<file path="src/rtl/arb2_pkg.sv">
// Package: shared helpers for the two-level arbiter.
// Assumes: counts passed to idx_w are at least 1.
package arb2_pkg;

    // Width of an index able to name n items (never below 1 bit).
    function automatic int idx_w(input int n);
        return (n > 1) ? $clog2(n) : 1;
    endfunction

endpackage

</file>
<file path="src/rtl/arb2_pick.sv">
// Module: arb2_pick
// One-of-N picker used at both arbitration levels. In fixed mode the
// requester with the largest priority wins (lowest index on a tie); in
// round-robin mode the search starts one past 'last' and wraps.
// Assumes: 'last' is below N. Purely combinational.
module arb2_pick #(
    parameter int N  = 4,
    parameter int PW = 2,
    localparam int IW = arb2_pkg::idx_w(N)
) (
    input  logic [N-1:0]    req,
    input  logic [N*PW-1:0] pri,
    input  logic            rr_en,
    input  logic [IW-1:0]   last,
    output logic            any,
    output logic [IW-1:0]   win
);

    logic          fx_hit;
    logic [IW-1:0] fx_idx;
    logic [PW-1:0] fx_pri;
    logic          rr_hit;
    logic [IW-1:0] rr_idx;

    // Fixed priority: scan upward, replace only on a strictly larger value.
    always_comb begin
        fx_hit = 1'b0;
        fx_idx = '0;
        fx_pri = '0;
        for (int i = 0; i < N; i++) begin
            if (req[i] && (!fx_hit || pri[i*PW +: PW] > fx_pri)) begin
                fx_hit = 1'b1;
                fx_idx = IW'(i);
                fx_pri = pri[i*PW +: PW];
            end
        end
    end

    // Round-robin: first requester found walking forward from last+1.
    always_comb begin
        int j;
        rr_hit = 1'b0;
        rr_idx = '0;
        for (int k = 1; k <= N; k++) begin
            j = int'(last) + k;
            if (j >= N) j = j - N;
            if (!rr_hit && req[IW'(j)]) begin
                rr_hit = 1'b1;
                rr_idx = IW'(j);
            end
        end
    end

    // Output select between the two policies.
    always_comb begin
        any = |req;
        win = rr_en ? rr_idx : fx_idx;
    end

endmodule

</file>
<file path="src/rtl/arb2_ctrl.sv">
// Module: arb2_ctrl
// Grant register and round-robin history. Starts a grant when idle,
// requested and not stalled; holds it until 'done'; records the last
// granted group and, per group, the last granted local index.
// Assumes: g_win/l_win are valid whenever any_req is high.
module arb2_ctrl #(
    parameter int CPG = 4,
    parameter int NG  = 2,
    localparam int LIW = arb2_pkg::idx_w(CPG),
    localparam int GIW = arb2_pkg::idx_w(NG),
    localparam int CHW = arb2_pkg::idx_w(CPG * NG)
) (
    input  logic              clk,
    input  logic              rst_n,
    input  logic              any_req,
    input  logic              stall,
    input  logic              done,
    input  logic [GIW-1:0]    g_win,
    input  logic [LIW-1:0]    l_win,
    output logic              grant_valid,
    output logic [CHW-1:0]    grant_ch,
    output logic [GIW-1:0]    grp_last,
    output logic [NG*LIW-1:0] ch_last
);

    logic start;

    // A new channel may start only from idle, with a request, unstalled.
    always_comb start = !grant_valid && any_req && !stall;

    // Grant state: set on start, cleared by done.
    always_ff @(posedge clk) begin
        if (!rst_n) begin
            grant_valid <= 1'b0;
            grant_ch    <= '0;
        end else if (grant_valid) begin
            if (done) grant_valid <= 1'b0;
        end else if (start) begin
            grant_valid <= 1'b1;
            grant_ch    <= CHW'(int'(g_win) * CPG + int'(l_win));
        end
    end

    // Round-robin history: follows every grant regardless of mode.
    always_ff @(posedge clk) begin
        if (!rst_n) begin
            grp_last <= GIW'(NG - 1);
            for (int g = 0; g < NG; g++) ch_last[g*LIW +: LIW] <= LIW'(CPG - 1);
        end else if (start) begin
            grp_last <= g_win;
            ch_last[int'(g_win)*LIW +: LIW] <= l_win;
        end
    end

endmodule

</file>
<file path="src/rtl/dma_grp_arbiter.sv">
// Module: dma_grp_arbiter (top)
// Two-level arbiter: one picker per group chooses a channel, a group
// picker chooses among groups, and the controller issues and holds the
// grant. Debug stall (dbg_en & dbg_in) blocks new starts only.
// Assumes: channel c sits in group c / CPG at local index c % CPG.
module dma_grp_arbiter #(
    parameter int CPG       = 4,
    parameter int NG        = 2,
    parameter int CH_PRI_W  = 2,
    parameter int GRP_PRI_W = 1,
    localparam int NCH = CPG * NG,
    localparam int LIW = arb2_pkg::idx_w(CPG),
    localparam int GIW = arb2_pkg::idx_w(NG),
    localparam int CHW = arb2_pkg::idx_w(NCH)
) (
    input  logic                    clk,
    input  logic                    rst_n,
    input  logic [NCH-1:0]          req,
    input  logic [NCH*CH_PRI_W-1:0] ch_pri,
    input  logic [NG*GRP_PRI_W-1:0] grp_pri,
    input  logic                    grp_rr_en,
    input  logic                    ch_rr_en,
    input  logic                    dbg_en,
    input  logic                    dbg_in,
    input  logic                    done,
    output logic                    grant_valid,
    output logic [CHW-1:0]          grant_ch
);

    logic [NG-1:0]     grp_req;
    logic [NG*LIW-1:0] ch_win;
    logic [NG*LIW-1:0] ch_last;
    logic [GIW-1:0]    grp_last;
    logic [GIW-1:0]    g_win;
    logic [LIW-1:0]    l_win;
    logic              any_req;
    logic              stall;

    // Second level: one channel picker per group.
    for (genvar g = 0; g < NG; g++) begin : g_chan
        arb2_pick #(.N(CPG), .PW(CH_PRI_W)) u_pick (
            .req   (req[g*CPG +: CPG]),
            .pri   (ch_pri[g*CPG*CH_PRI_W +: CPG*CH_PRI_W]),
            .rr_en (ch_rr_en),
            .last  (ch_last[g*LIW +: LIW]),
            .any   (grp_req[g]),
            .win   (ch_win[g*LIW +: LIW])
        );
    end

    // First level: picker over groups with a pending channel.
    arb2_pick #(.N(NG), .PW(GRP_PRI_W)) u_grp (
        .req   (grp_req),
        .pri   (grp_pri),
        .rr_en (grp_rr_en),
        .last  (grp_last),
        .any   (any_req),
        .win   (g_win)
    );

    // Route the winning group's channel choice and form the stall.
    always_comb begin
        l_win = ch_win[int'(g_win)*LIW +: LIW];
        stall = dbg_en && dbg_in;
    end

    arb2_ctrl #(.CPG(CPG), .NG(NG)) u_ctrl (
        .clk         (clk),
        .rst_n       (rst_n),
        .any_req     (any_req),
        .stall       (stall),
        .done        (done),
        .g_win       (g_win),
        .l_win       (l_win),
        .grant_valid (grant_valid),
        .grant_ch    (grant_ch),
        .grp_last    (grp_last),
        .ch_last     (ch_last)
    );

endmodule

</file>
<file path="config.mk">
export PLATFORM = sky130hd
export DESIGN_NAME = dma_grp_arbiter
export DESIGN_NICKNAME = d
export VERILOG_FILES = /design/src/rtl/arb2_pkg.sv /design/src/rtl/arb2_pick.sv /design/src/rtl/arb2_ctrl.sv /design/src/rtl/dma_grp_arbiter.sv
export SDC_FILE = /design/constraint.sdc
export NUM_CORES = 1
export LEC_CHECK = 0
export BUFFER_PORTS_ARGS = -buffer_cell sky130_fd_sc_hd__buf_2
export CORE_MARGIN = 5
export CORE_UTILIZATION = 45
export DETAILED_ROUTE_END_ITERATION = 8
export PLACE_DENSITY = 0.76
export SLEW_MARGIN = 20
export SYNTH_ARGS = -nofsm -noshare
export SYNTH_HDL_FRONTEND = slang
export SYNTH_SLANG_ARGS = --single-unit
</file>
<file path="constraint.sdc">
create_clock -name clk -period 3.9 [get_ports clk]
set_input_delay 0.585 -clock clk [delete_from_list [all_inputs] [get_ports clk]]
set_output_delay 0.585 -clock clk [all_outputs]
set_load 0.02 [all_outputs]
</file>
==> qor.txt, run 1 <==
Average wire per standard cell = 14.0 µm
Clk sinks = 9
CP startpoint kind = input port
PortBufs = 36
Routed wire length = 3160 µm
Slowest CP cell = o311ai_4
GRT Resource Usage Total = 18.0%
Die width = 59.6 µm
Core box area = 2410 µm²
CP delay by family, top = compound AO/OA/AOI/OAI gates
Remaining antenna violation count = 0
Clock root buffer = clkbuf_4
Inserted Clock Buffers = 3
Arrival time at the worst endpoint = 3.89 ns
Max capacitance violation total = 0
Total Power = 0.000396 W
Synthesized net count = 192
Skew-Pair Late Insertion Delay = 0.25 ns
Hold Buf Count CTS = 0
Fill cells = 216
Final Hold Vio Count = 0
Number of synthesized register bits = 9
Worst-margin pin slew = 0.693 ns
Max Root-Sink Buffers = 2
Worst path max stage delay = 0.34 ns
Die ar. = 3550 µm²
Min-delay worst type = flip-flop to flip-flop
Sequential share of the synthesized area = 16.3%
Vias in the first global route = 1228
Cell count along the critical path = 19
Peak supply drop = 262 µV
CP bufs+invs = 2
IO Pins = 37
Setup Total Neg Slack = 0 ns
FF+latch area = 180 µm²
Post-route DRC = 0
Synth warn = 0
Setup Viol. Count Final = 0
Reg-to-Reg Start = u_ctrl.ch_last[3]
CTS tree = done
Most common cell after layout, fill and taps aside = buf_2
Status = completed
Grt ovf = 0
Post-Synthesis Cells = 147
Syn-to-layout area delta = 40.5%
First-pass GRT wire length = 5110 µm
Global placer's final weighted congestion = 0.797
Die Ht = 59.6 µm
Routed via count = 1316
Worst rel slew slack = 53.8%
Reg2Reg Depth = 5
Initial DRC Count = 81
CP Cell Sequence = buf_6, nand2_2, ha_4, nor2b_1, o311ai_1, buf_4, nor2_1, a31oi_1, ha_1, nor2b_4, o311ai_4, nor2_1, a21o_1, ha_4, nor2b_4, o211ai_1, nand2_1, o221ai_2, o221ai_1
Critical path endpoint = u_ctrl.ch_last[0]
Final period util = 96.8%
Max-slew violations = 0
WP data required = 4.02 ns
HPWL Detailed = 2550 µm
Leak = 0.737 nW
Final core utilization = 64.5%
Initial Util = 46.0%
Most frequent cells in the layout = buf_2 (34), inv_1 (15), nor2_1 (13)
Avg Vias per Cell = 5.82
Setup Skew = 0.00399 ns
Post-Syn Area = 1110 µm²
Fmax = 265 MHz
Mean Syn Cell Area = 7.53 µm²
Htree depth = 1
Area after DPL = 1420 µm²
ANT cells = 0
Initial antenna violation count = 0
Footprint of the multi-input gates = 972 µm²
R2r endpoint = u_ctrl.grant_ch[1]
Clock-pin slew of the registers on the worst-case setup and hold paths = 0.06 ns
Largest net degree at the start of global routing = 11
Crit path max fanout = 4
Nets@finish = 242
Critical Path Source = ch_pri[1]
Design Area, Final = 1560 µm²
WS Path Type = input port to flip-flop
Crit path time final = 3.78 ns
FP Rows = 18
Share of cells above drive strength 1 = 36.2%
Worst Setup End Kind = flip-flop
R2R setup slack = 2.26 ns
Power Density = 255 nW/µm²
Yosys cell types = 39
First-pass iteration count of the detailed router = 4
[sequential cells by signal (all words and copies together) (netlist names)]
signal,flops
u_ctrl.grant_ch,3
u_ctrl.ch_last,4
u_ctrl.grant_valid,1
u_ctrl.grp_last,1
[layer usage]
| metal | global-route usage (%) | vias up | routed length, µm |
|---|---|---|---|
| met5 | 0 | - | 0 |
| met2 | 32.6 | 31 | 1680 |
| met1 | 22.5 | 631 | 1330 |
| li1 | - | 654 | - |
| met3 | 1.96 | 0 | 155 |
| met4 | 4.11 | 0 | 0 |
[worst reg2reg max path: cells and delay by family, from the launching register on]
family           cells  cell delay [ns]
AO/OA/AOI/OAI        4             0.91
flip-flops           1             0.46
AND/OR/NAND/NOR      1             0.19
[worst min-delay path by stage]
| stage | startpoint | to | slack, ns | depth (start not counted) |
|---|---|---|---|---|
| 4_1_cts | u_ctrl.grp_last | u_ctrl.grp_last | 0.52 | 2 |
| 6_report | u_ctrl.grp_last | u_ctrl.grp_last | 0.51 | 2 |
| 5_1_grt | u_ctrl.grp_last | u_ctrl.grp_last | 0.56 | 2 |
| 2_1_floorplan | u_ctrl.grp_last | u_ctrl.grp_last | 0.47 | 2 |
| 3_5_place_dp | u_ctrl.grant_ch[2] | u_ctrl.grant_ch[2] | 0.50 | 2 |
| 3_3_place_gp | u_ctrl.grp_last | u_ctrl.grp_last | 0.49 | 2 |
[power breakdown]
group	internal, W	switching, W	total [W]
sequential	0.000103	0.0000111	0.000114
clock	0.0000392	0.0000285	0.0000677
combinational	0.000107	0.000108	0.000215
total	0.000249	0.000148	0.000396
[through the flow]
step           setup slack [ns]  hold WS, ns  cells
3_3_place_gp            -0.0708        0.495    219
3_5_place_dp             -0.203        0.502    219
5_1_grt                -0.00194        0.564    226
4_1_cts                  0.0566        0.516    223
2_1_floorplan           0.00682        0.474    147
6_report                  0.123        0.508    226
[logic make-up (layout without fill, tap and decap cells)]
kind of cell	after synthesis	after routing	share of synthesized area [%]
AOI/OAI and AO/OA	54	54	35.9
adders and majority gates	12	12	13.6
buffers and inverters	18	67	7.00
DFF	9	9	16.3
muxes	2	2	2.03
and+or+nand+nor	52	52	25.2
[synthesized netlist by cell type]
| master | count | share of area, % |
|---|---|---|
| nand2b_1 | 6 | 3.4 |
| nor2b_1 | 8 | 4.5 |
| a21boi_0 | 1 | 0.68 |
| mux2_2 | 2 | 2.0 |
| o211a_1 | 1 | 0.90 |
| clkbuf_2 | 1 | 0.45 |
| nand2_1 | 13 | 4.4 |
| o21ai_0 | 10 | 4.5 |
| nand3_1 | 3 | 1.4 |
| o311a_1 | 1 | 0.90 |
| buf_6 | 1 | 1.0 |
| inv_1 | 15 | 5.1 |
| a311o_1 | 1 | 0.90 |
| a211o_1 | 1 | 0.79 |
| buf_2 | 1 | 0.45 |
| a311oi_1 | 2 | 1.6 |
| o221ai_1 | 3 | 2.4 |
| o211ai_1 | 7 | 4.7 |
| a21oi_1 | 8 | 3.6 |
| a21oi_2 | 1 | 0.79 |
| a211oi_1 | 1 | 0.68 |
| a221o_1 | 1 | 0.90 |
| a221oi_1 | 1 | 0.79 |
| and2_1 | 2 | 1.1 |
| o311ai_1 | 2 | 1.6 |
| dfxtp_1 | 9 | 16 |
| and3b_1 | 1 | 0.79 |
| and2_2 | 1 | 0.68 |
| nor4_4 | 1 | 1.9 |
| a221o_2 | 1 | 1.0 |
| nor2_1 | 13 | 4.4 |
| nor3b_1 | 3 | 2.0 |
| ha_1 | 12 | 14 |
| a31oi_1 | 5 | 2.8 |
| nor4_1 | 1 | 0.57 |
| a21o_1 | 2 | 1.4 |
| o22ai_1 | 2 | 1.1 |
| o311ai_2 | 2 | 2.9 |
| o32a_1 | 1 | 0.90 |
[timing repair]
item,4_1_cts,5_1_grt
endpoints found under the setup margin,0,6
resized for setup,0,13
setup buffers,0,3
hold endpoints to repair,0,0
[area by class of cell]
cell class,count,area share (%)
Multi-Input combinational cell,120,62.5
Timing Repair Buffer,48,18.2
Clock buffer,4,1.69
Sequential cell,9,11.6
Tap cell,30,2.41
Inverter,15,3.62
(Power assumes the default switching activity.)
==> run 2, diff against run 1 <==
--- a/config.mk
+++ b/config.mk
@@ -7,9 +7,9 @@
 export LEC_CHECK = 0
 export BUFFER_PORTS_ARGS = -buffer_cell sky130_fd_sc_hd__buf_2
 export CORE_MARGIN = 5
-export CORE_UTILIZATION = 45
+export CORE_UTILIZATION = 54
 export DETAILED_ROUTE_END_ITERATION = 8
-export PLACE_DENSITY = 0.76
+export PLACE_DENSITY = 0.86
 export SLEW_MARGIN = 20
 export SYNTH_ARGS = -nofsm -noshare
 export SYNTH_HDL_FRONTEND = slang
==> constraint.sdc (replaced) <==
create_clock -name clk -period 4.6 [get_ports clk]
set_input_delay 0.69 -clock clk [delete_from_list [all_inputs] [get_ports clk]]
set_output_delay 0.69 -clock clk [all_outputs]
set_load 0.02 [all_outputs]
==> run 2 against run 1 <==
Net effect: sequential share of layout area rose by 1.8 points; sequential cell count did not move; critical path depth fell by 1; clock-buffer cell count did not move; largest power group unchanged.
==> qor.txt, run 2 (synthesized netlist as in run 1, its figures left out) <==
Peak supply drop = 188 µV (was 262 µV)
FP Rows = 16 (was 18)
Min-delay worst type = flip-flop to flip-flop (unchanged)
Avg Vias per Cell = 5.96 (was 5.82)
PortBufs = 36 (unchanged)
Max-slew violations = 0 (unchanged)
Die width = 55.3 µm (was 59.6 µm)
Met2 wire len = 1450 µm (was 1680 µm)
Status = completed (unchanged)
Worst Setup End Kind = flip-flop (unchanged)
Worst rel slew slack = 51.1% (was 53.8%)
Share of cells above drive strength 1 = 26.6% (was 36.2%)
Most frequent cells in the layout = buf_2 (36), inv_1 (15), nand2_1 (13), nor2_1 (13), ha_1 (12) (was buf_2 (34), inv_1 (15), nor2_1 (13))
GRT Resource Usage Total = 18.8% (was 18.0%)
Initial Util = 56.4% (was 46.0%)
Global placer's final weighted congestion = 0.873 (was 0.797)
Clock-pin slew of the registers on the worst-case setup and hold paths = 0.07 ns (was 0.06 ns)
Initial antenna violation count = 0 (unchanged)
Max capacitance violation total = 0 (unchanged)
Nets@finish = 230 (was 242)
Inserted Clock Buffers = 3 (unchanged)
Fmax = 236 MHz
CTS tree = done (unchanged)
Remaining antenna violation count = 0 (unchanged)
Core box area = 1960 µm² (was 2410 µm²)
Skew-Pair Late Insertion Delay = 0.27 ns (was 0.25 ns)
HPWL Detailed = 2430 µm (was 2550 µm)
Average wire per standard cell = 14.0 µm (about the same)
Top routing layer in use = met4 (was met3)
First-pass iteration count of the detailed router = 4 (unchanged)
R2R setup slack = 2.94 ns (was 2.26 ns)
Final core utilization = 68.4% (was 64.5%)
Vias in the first global route = 1233 (was 1228)
Largest net degree at the start of global routing = 11 (unchanged)
Power Density = 225 nW/µm² (was 255 nW/µm²)
WP data required = 4.71 ns (was 4.02 ns)
IO Pins = 37 (unchanged)
First-pass GRT wire length = 4950 µm (was 5110 µm)
Post-CTS Setup Bufs = 0 (unchanged)
Clock root buffer = clkbuf_4 (unchanged)
Placed Instances = 207 (was 219)
Worst hold slack = 0.535 ns (was 0.508 ns)
Top reg by flops = u_ctrl.ch_last (unchanged)
Post-CTS Resized = 0 (unchanged)
Initial DRC Count = 38 (was 81)
Reg-to-Reg Start = u_ctrl.ch_last[3] (unchanged)
WS Path Type = input port to flip-flop (unchanged)
Fin cells = 211 (was 226)
Htree depth = 1 (unchanged)
Crit path max fanout = 9 (was 4)
Largest regs = u_ctrl.ch_last x4, u_ctrl.grant_ch x3 (unchanged)
Most common cell after layout, fill and taps aside = buf_2 (unchanged)
WL met1 = 1290 µm (was 1330 µm)
RSZ-0062 raised after global routing = false
Max reg flops = 4 (unchanged)
Hold Buf Count CTS = 0 (unchanged)
Clk sinks = 9 (unchanged)
Grt ovf = 0 (unchanged)
Setup Viol. Count Final = 0 (unchanged)
Die Ht = 55.3 µm (was 59.6 µm)
Die ar. = 3060 µm² (was 3550 µm²)
ANT cells = 0 (unchanged)
Crit path time final = 4.23 ns
Routed via count = 1257 (was 1316)
Arrival time at the worst endpoint = 4.34 ns (was 3.89 ns)
Total Power = 0.000302 W (was 0.000396 W)
Final period util = 92.0%
Reg2Reg Depth = 5 (unchanged)
Hold depth = 2 (unchanged)
Leak = 0.647 nW (was 0.737 nW)
Worst Min Path Start = u_ctrl.grant_valid (was u_ctrl.grp_last)
Final Hold Vio Count = 0 (unchanged)
Post-route DRC = 0 (unchanged)
Setup Skew = 0.0102 ns (was 0.00399 ns)
R2r endpoint = u_ctrl.grant_ch[1] (unchanged)
CP startpoint kind = input port (unchanged)
Routed wire length = 2950 µm (was 3160 µm)
Worst-margin pin slew = 0.733 ns (was 0.693 ns)
Setup Total Neg Slack = 0 ns (unchanged)
Syn-to-layout area delta = 21.1% (was 40.5%)
Hold worst-path end = u_ctrl.grant_valid (was u_ctrl.grp_last)
Met3 routed WL = 171 µm (was 155 µm)
Max Root-Sink Buffers = 2 (unchanged)
==> run 2: critical path, stage by stage <==
cell and delay (ns):
buf_2 0.16, nand2_1 0.07, ha_1 0.29, nor2b_1 0.15, o311ai_2 0.34, nor2_1 0.07, a31oi_1 0.21, ha_1 0.28
nor2b_1 0.14, o311ai_2 0.38, nor2_1 0.10, a21o_1 0.17, ha_1 0.28, nor2b_1 0.14, o211a_1 0.19, a311oi_1 0.33
a221o_1 0.25, a31oi_1 0.09
==> run 2: stage by stage <==
stage	area (µm²)	setup WS [ns]
2_1_floorplan	1110	0.425
3_3_place_gp	1300	0.205
3_5_place_dp	1300	0.0250
5_1_grt	1340	0.0668
6_report	1340	0.366
4_1_cts	1330	0.263
==> run 2: metal layers <==
metal / GRT usage [%] / vias up
li1: - / 631
met1: 22.2 / 581
met2: 34.6 / 40
met3: 3.03 / 5
met4: 4.86 / 0
met5: 0 / -
==> run 2: area by class of cell <==
| type | count | area [µm²] |
|---|---|---|
| sequential | 9 | 180 |
| fill | 190 | 621 |
| timing repair buffer | 36 | 180 |
| tap | 27 | 33.8 |
| multi-input combinational | 120 | 865 |
| clock buffer | 4 | 26.3 |
| inverter | 15 | 56.3 |
==> run 2: where the power goes <==
group          switching (W)  internal (W)  leakage, nW
sequential        0.00000955     0.0000870       0.0747
clock              0.0000289     0.0000334       0.0150
combinational      0.0000794     0.0000638        0.557
==> run 2: how the worst max path moves through the flow <==
stage | slack, ns | endpoint | depth (start not counted) | startpoint
6_report | 0.37 | u_ctrl.grant_ch[0] | 18 | req[4]
5_1_grt | 0.07 | u_ctrl.ch_last[0] | 18 | req[0]
4_1_cts | 0.26 | u_ctrl.grant_ch[0] | 18 | req[4]
3_5_place_dp | 0.03 | u_ctrl.ch_last[0] | 18 | req[0]
3_3_place_gp | 0.21 | u_ctrl.ch_last[0] | 18 | req[0]
2_1_floorplan | 0.42 | u_ctrl.grant_ch[0] | 18 | req[4]
